`config.mk`:
```
export PLATFORM = sky130hd
export DESIGN_NAME = pgs_supervisor
export DESIGN_NICKNAME = d
export VERILOG_FILES = /design/src/rtl/pgs_pkg.sv /design/src/rtl/pgs_qualify.sv /design/src/rtl/pgs_timer.sv /design/src/rtl/pgs_hold.sv /design/src/rtl/pgs_supervisor.sv
export SDC_FILE = /design/constraint.sdc
export NUM_CORES = 1
export LEC_CHECK = 0
export ABC_AREA = 0
export CAP_MARGIN = 10
export CORE_MARGIN = 8
export CORE_UTILIZATION = 40
export CTS_CLUSTER_SIZE = 16
export DETAILED_ROUTE_END_ITERATION = 8
export DONT_BUFFER_PORTS = 1
export PLACE_DENSITY = 0.64
export SLEW_MARGIN = 0
export SYNTH_ARGS = -nofsm -noshare
export SYNTH_HDL_FRONTEND = slang
export SYNTH_SLANG_ARGS = --single-unit
export TNS_END_PERCENT = 30
```
`constraint.sdc`:
```
create_clock -name clk -period 3.39 [get_ports clk]
set_clock_uncertainty 0.05 [all_clocks]
set_input_delay 0.678 -clock clk [delete_from_list [all_inputs] [get_ports clk]]
set_output_delay 0.678 -clock clk [all_outputs]
set_load 0.1 [all_outputs]
```
`src/rtl/pgs_pkg.sv`:
```
package pgs_pkg;
   localparam int unsigned PGS_MAX_CH = 32;

   // Control bundle passed from qualification to the timer.
   typedef struct packed {
      logic cond_ok;   // all supervised conditions met this cycle
      logic run;       // monitoring active (margin not asserted)
   } pgs_ctl_t;
endpackage

```
`src/rtl/pgs_qualify.sv`:
```
module pgs_qualify
   import pgs_pkg::*;
#(
   parameter int unsigned NUM_CH = 3
) (
   input  logic [NUM_CH-1:0] out_good_i,
   input  logic [NUM_CH-1:0] thr_ok_i,
   input  logic [NUM_CH-1:0] ch_en_i,
   input  logic              en_i,
   input  logic              margin_n_i,
   output pgs_ctl_t          ctl_o
);
   logic [NUM_CH-1:0] ch_ok;

   for (genvar c = 0; c < NUM_CH; c++) begin : g_ch
      // A channel outside the mask never blocks power-good.
      assign ch_ok[c] = out_good_i[c] | ~ch_en_i[c];
   end

   always_comb begin
      ctl_o.cond_ok = en_i & (&thr_ok_i) & (&ch_ok);
      ctl_o.run     = margin_n_i;
   end
endmodule

```
`src/rtl/pgs_timer.sv`:
```
module pgs_timer
   import pgs_pkg::*;
#(
   parameter int unsigned CNT_W       = 8,
   parameter int unsigned BASE_CYCLES = 8
) (
   input  logic             clk,
   input  logic             rst_n,
   input  pgs_ctl_t         ctl_i,
   input  logic [CNT_W-1:0] ext_i,
   output logic             pg_o
);
   localparam int unsigned TW = CNT_W + 1;

   logic [TW-1:0] cnt_q;
   logic [TW-1:0] cnt_inc;
   logic [TW-1:0] limit;
   logic          done;

   assign limit   = TW'(BASE_CYCLES) + {1'b0, ext_i};
   assign cnt_inc = cnt_q + TW'(1);
   assign done    = (cnt_inc >= limit);

   always_ff @(posedge clk or negedge rst_n) begin
      if (!rst_n) begin
         cnt_q <= '0;
         pg_o  <= 1'b0;
      end else if (ctl_i.run) begin
         if (!ctl_i.cond_ok) begin
            cnt_q <= '0;
            pg_o  <= 1'b0;
         end else if (!pg_o) begin
            if (done) pg_o  <= 1'b1;
            else      cnt_q <= cnt_inc;
         end
      end
   end
endmodule

```
`src/rtl/pgs_hold.sv`:
```
module pgs_hold (
   input  logic clk,
   input  logic rst_n,
   input  logic run_i,
   input  logic fault_n_i,
   output logic fault_n_o
);
   always_ff @(posedge clk or negedge rst_n) begin
      if (!rst_n)     fault_n_o <= 1'b1;
      else if (run_i) fault_n_o <= fault_n_i;
   end
endmodule

```
`src/rtl/pgs_supervisor.sv`:
```
module pgs_supervisor
   import pgs_pkg::*;
#(
   parameter int unsigned NUM_CH      = 3,
   parameter int unsigned CNT_W       = 8,
   parameter int unsigned BASE_CYCLES = 8
) (
   input  logic              clk,
   input  logic              rst_n,
   input  logic [NUM_CH-1:0] out_good_i,
   input  logic [NUM_CH-1:0] thr_ok_i,
   input  logic [NUM_CH-1:0] ch_en_i,
   input  logic              en_i,
   input  logic              margin_n_i,
   input  logic              fault_n_i,
   input  logic [CNT_W-1:0]  timeout_ext_i,
   output logic              pwr_good_o,
   output logic              fault_n_o
);
   if (NUM_CH < 1 || NUM_CH > PGS_MAX_CH) begin : g_bad_ch
      $error("pgs_supervisor: NUM_CH out of range");
   end
   if (BASE_CYCLES < 1 || BASE_CYCLES >= (2 ** CNT_W)) begin : g_bad_base
      $error("pgs_supervisor: BASE_CYCLES must be 1..2**CNT_W-1");
   end

   pgs_ctl_t ctl;

   pgs_qualify #(.NUM_CH(NUM_CH)) u_qual (
      .out_good_i (out_good_i),
      .thr_ok_i   (thr_ok_i),
      .ch_en_i    (ch_en_i),
      .en_i       (en_i),
      .margin_n_i (margin_n_i),
      .ctl_o      (ctl)
   );

   pgs_timer #(.CNT_W(CNT_W), .BASE_CYCLES(BASE_CYCLES)) u_tmr (
      .clk   (clk),
      .rst_n (rst_n),
      .ctl_i (ctl),
      .ext_i (timeout_ext_i),
      .pg_o  (pwr_good_o)
   );

   pgs_hold u_hold (
      .clk       (clk),
      .rst_n     (rst_n),
      .run_i     (ctl.run),
      .fault_n_i (fault_n_i),
      .fault_n_o (fault_n_o)
   );
endmodule

```
# Word level (Yosys, flattened, before mapping)
# Index checks and enable logic that the tools add are counted.
[word_totals]
reg_bits = 11
word_cells = 25
out_inout_bits = 2
inputBits = 22
[classes]
add_sub_neg = 2
n_mux = 6
eq_ne = 2
bitwise_logic = 8
order_cmp = 1
reduce_logical = 3
[ops]
columns = ["cell", "count"]
rows = [
  ["$mux W9", 3],
  ["$add A4 B8 Y9 const A", 1],
  ["$add A9 B1 Y9 const B", 1],
  ["$ge A9 B9 Y1", 1],
  ["$reduce_and A3 Y1", 3],
  ["$ne A2 B2 Y1 const B", 2],
  ["$mux W1", 3],
  ["$not A1 Y1", 3],
  ["$or A1 B1 Y1", 3],
  ["$and A1 B1 Y1", 2],
]

# Logic depth before layout (Yosys ltp)
[depth]
word_depth = 6
depth_mapped = 12
depth_no_buf = 11

# By module
# A second synthesis with hierarchy kept.
[unflattened]
cells_unflattened = 118
hier_area_um2 = 1043.5
[by_module_without_submodules]
columns = ["mod", "area_per_inst_um2", "seq_area_each_um2", "cells_each", "instances"]
rows = [
  ["pgs_timer", 944.7, 250.2, 110, 1],
  ["pgs_qualify", 57.6, 0.0, 6, 1],
  ["pgs_hold", 41.3, 26.3, 2, 1],
]

# Least setup slack after synthesis
# No wires, ideal clock.
[synth_timing]
path_kind = "register -> register"
startpoint = "register u_tmr.cnt_q[0]"
endpoint = "register u_tmr.cnt_q[0]"
arrival_ns = 2.452
stages_incl_launch_ff = 13
period_less_slack_ns = 2.627
n_path_buf = 1
required_time_ns = 3.215
path_slack_ns = 0.763
setup_ns = 0.125
cell_sequence = "dfrtp_1 ha_1 and3_2 and3_4 nand3_1 xnor2_2 ha_1 nand4_1 nor2_1 a211oi_2 and3_1 buf_6 mux2_2"
[synth_via]
elab_chain_cells = 4
word_cells_on_any_way = 7
cone_classes = "add/sub (1); order compare (1); eq/ne (1); mux (3); reduce/logical (1)"
[synth_rtl]
columns = ["item", "line", "text"]
rows = [
  ["start: declaration", "pgs_timer.sv:15", "logic [TW-1:0] cnt_q;"],
  ["start signal: assignment", "pgs_timer.sv:34", "else cnt_q <= cnt_inc;"],
  ["$add A9 B1 Y9 (*)", "pgs_timer.sv:21", "assign cnt_inc = cnt_q + TW'(1);"],
  ["$ge A9 B9 Y1 / $mux W9 (equally long branches)", "pgs_timer.sv:22, pgs_timer.sv:33", ""],
  ["$ne A2 B2 Y1 (no line) / $mux W9 (equally long branches)", "n/a", ""],
  ["$reduce_and A3 Y1 (no line) / $mux W9 (equally long branches)", "n/a", ""],
]
# Mark *: on every way between the ends. The rest lies on a longest branch, timed or not. The select of a mux whose other input is x is not followed.
# A chain may end at the register's enable or synchronous reset.

# Worst setup path in the final report
# Same ends and word-level chain as after synthesis.

==> impl_metrics.csv <==
group,metric,value,unit
run,max_cap_viol_count,0,
global_routing,grt_max_degree,12,
cts,cts_sinks,11,
timing,fin_ws,0.471,ns
setup_path,end_kind,"register",
power,power_per_cell_area,255,mW/mm²
cts,htreeDepth,1,
cts,clk_root_buffer_cell,"clkbuf_4",
global_routing,grt_usage,9.32,%
global_routing,grt_pass1_vias,757,
power,vdd_drop_max,0.225,mV
timing,tns,0,ns
global_routing,grt.overflow.total,0,
synth,synth_cell_types,33,
die,die_x,65.0,µm
synth,ys.warnings.count,0,
setup_path,reg2reg_depth,11,
setup_path,worstSetupPathType,"register to register",
cts,cts_tree,"built",
finish,area_growth,5.60,%
timing,setup_viol,0,
synth,ys_seq_elements,11,
setup_path,r2r_start,"u_tmr.cnt_q[0]",
worst_hold_path,hold_class,"input port to asynchronous set/reset pin",
timing,period_share,86.1,%
placement,dp_slack,0.509,ns
timing,worst_slew_pin_slew,0.553,ns
synth,async_flop_share,100,%
routing,first_pass_iters,4,
placement,gp_congestion,0.860,
routing,viasPerCell,5.92,
cts,cts.repair.resized,0,
die,pin_count,24,
finish,num_antenna_cells,0,
placement,port_buffers,0,
synth,syn-cell-area,961,µm²
timing,hold_slack,0.0392,ns
timing,final_max_slew_viol_count,0,
setup_path,cpMaxStageDelayCell,"dfrtp_1",
setup_path,worst_ep_arrival_time,3.07,ns
cts,cts_setup_buffers,0,
setup_path,cpMostUsedCell,"ha_1",
cts,numCtsBuffers,3,
routing,wire_per_inst,15.7,µm
routing,wl,2040,µm
setup_path,startpoint_type,"register",
cts,cts_buffer_depth,2,
placement,hpwlAfterDp,1750,µm
die,die_y,65.0,µm
cts,hold_buffers,0,
synth,synth-edff-count,0,
finish,nets,136,
routing,vias,770,
setup_path,reg2reg_slack,0.47,ns
die,die_area,0.00423,mm²
routing,drc,0,
synth,netlist_instances,99,
timing,rsz0062_at_grt,"false",
setup_path,slowest_delay,0.41,ns
power,power.leakage,0.493,nW
global_routing,antenna_found_initial,0,
synth,syn_area_per_cell,9.71,µm²
timing,finalHoldViolCount,0,
synth,ys.flop_type,"dfrtp_1",
setup_path,timing.rr.end,"u_tmr.cnt_q[0]",
timing,maxSlewHeadroom,62.7,%
routing,drtIter0Drc,34,
routing,ant_nets,0,
die,coreArea,0.00223,mm²
synth,syn-num-nets,132,
timing,period_needed,2.92,ns
timing,fmax,343,MHz
cts,clkLatencyLatePin,0.27,ns
setup_path,critPathRequiredTime,3.54,ns
die,start_util,43.0,%
global_routing,grt_pass1_wl,3240,µm
finish,drive_above_1_share,13.7,%
setup_path,worstPathCellList,"ha_1 -> and3_2 -> and3_4 -> nand3_1 -> xnor2_2 -> ha_1 -> o21ai_0 -> o21ai_1 -> a211oi_2 -> and3_1 -> mux2_2",
synth,yosysSeqAreaShare,28.8,%
status,status,"completed",
setup_path,cp_max_fo,9,
cts,clk_pin_slew,0.08,ns
die,rows,17,
==> sequential cells by signal, summed over array words and instances (netlist names) <==
name              count
u_tmr.pg_o            1
u_tmr.cnt_q           9
u_hold.fault_n_o      1
==> worst max-delay path: cells and delay by family (launching register included) <==
family	cells	cell delay [ns]
muxes	1	0.22
and+or+nand+nor	4	0.99
xor gates and xnor gates	1	0.17
AOI/OAI and AO/OA	3	0.48
DFF	1	0.41
adders and majority gates	2	0.54
==> worst max path at each step <==
stage	startpoint	end	slack (ns)	depth (start not counted)
floorplan	u_tmr.cnt_q[0]	u_tmr.cnt_q[0]	0.76	12
finish	u_tmr.cnt_q[0]	u_tmr.cnt_q[0]	0.47	11
global placement	u_tmr.cnt_q[0]	u_tmr.cnt_q[6]	0.57	11
detailed placement	u_tmr.cnt_q[0]	u_tmr.cnt_q[0]	0.51	11
global route	u_tmr.cnt_q[0]	u_tmr.cnt_q[0]	0.27	11
CTS	u_tmr.cnt_q[0]	u_tmr.cnt_q[0]	0.50	11
==> cells in the mapped netlist (4+ instances only) <==
master / instances / area (µm²)
nand4_1: 6 / 37.5
nor2b_1: 5 / 31.3
xor2_1: 5 / 43.8
xnor2_1: 4 / 35.0
dfrtp_1: 10 / 250
and3_1: 4 / 25.0
nor2_1: 6 / 22.5
ha_1: 11 / 138
inv_1: 4 / 15.0
nand2_1: 4 / 15.0
nand3_1: 7 / 35.0
a32o_1: 4 / 40.0
==> placed cells by master, fill, tap and decap left out, types with 2 or more instances in the layout <==
master | Yosys | routed
ha_1 | 11 | 11
nor2b_4 | 2 | 2
and3_1 | 4 | 4
a21oi_1 | 3 | 3
nand2_1 | 4 | 4
nand4_1 | 6 | 6
a32o_1 | 4 | 4
nand3_1 | 7 | 7
nor2_1 | 6 | 6
inv_1 | 4 | 4
nor2b_1 | 5 | 5
xnor2_1 | 4 | 4
clkbuf_4 | 0 | 3
dfrtp_1 | 10 | 10
xor2_1 | 5 | 5
a211oi_2 | 2 | 2
a22o_1 | 3 | 3
o21ai_1 | 3 | 3
==> report_power, final <==
part           internal (W)  total (W)  leakage, nW  switching, W
logic             0.0000122  0.0000262        0.328     0.0000140
registers          0.000134   0.000144        0.150     0.0000103
clock network     0.0000455  0.0000887       0.0150     0.0000432
total              0.000192   0.000259        0.493     0.0000675
==> area by class of cell <==
| cell class | instances | area [µm²] |
|---|---|---|
| Timing Repair Buffer | 1 | 7.51 |
| Sequential cell | 11 | 277 |
| Fill cell | 227 | 1220 |
| Inverter | 4 | 15.0 |
| Multi-Input combinational cell | 82 | 654 |
| Clock buffer | 4 | 26.3 |
| Tap cell | 28 | 35.0 |
==> layer usage <==
metal  global-route usage [%]  share of wire, %  vias to the layer above
met5                        0                 0                        -
met4                     2.18              0.49                        0
met1                     10.7                42                      365
met3                     3.44               7.6                        2
li1                         -                 -                      379
met2                     16.0                50                       24
==> cells by family after synthesis <==
| family | after synthesis | share of synthesized area (%) |
|---|---|---|
| compound gates | 21 | 18.0 |
| xor+xnor | 10 | 9.90 |
| fa+ha+maj | 11 | 14.3 |
| buf+inv | 6 | 3.12 |
| flops | 11 | 28.8 |
| mux | 2 | 2.34 |
| simple gates | 38 | 23.6 |
==> metrics by stage <==
stage               cell area [µm²]  utilization, %  power (W)  instances
floorplan                       961               -   0.000169         99
global placement                988            44.3   0.000171        126
detailed placement              988            44.3   0.000173        126
CTS                            1010            45.4   0.000261        130
global route                   1010            45.4   0.000273        130
finish                         1010            45.4   0.000259        130
No activity file was read; power rests on OpenSTA's default activity.
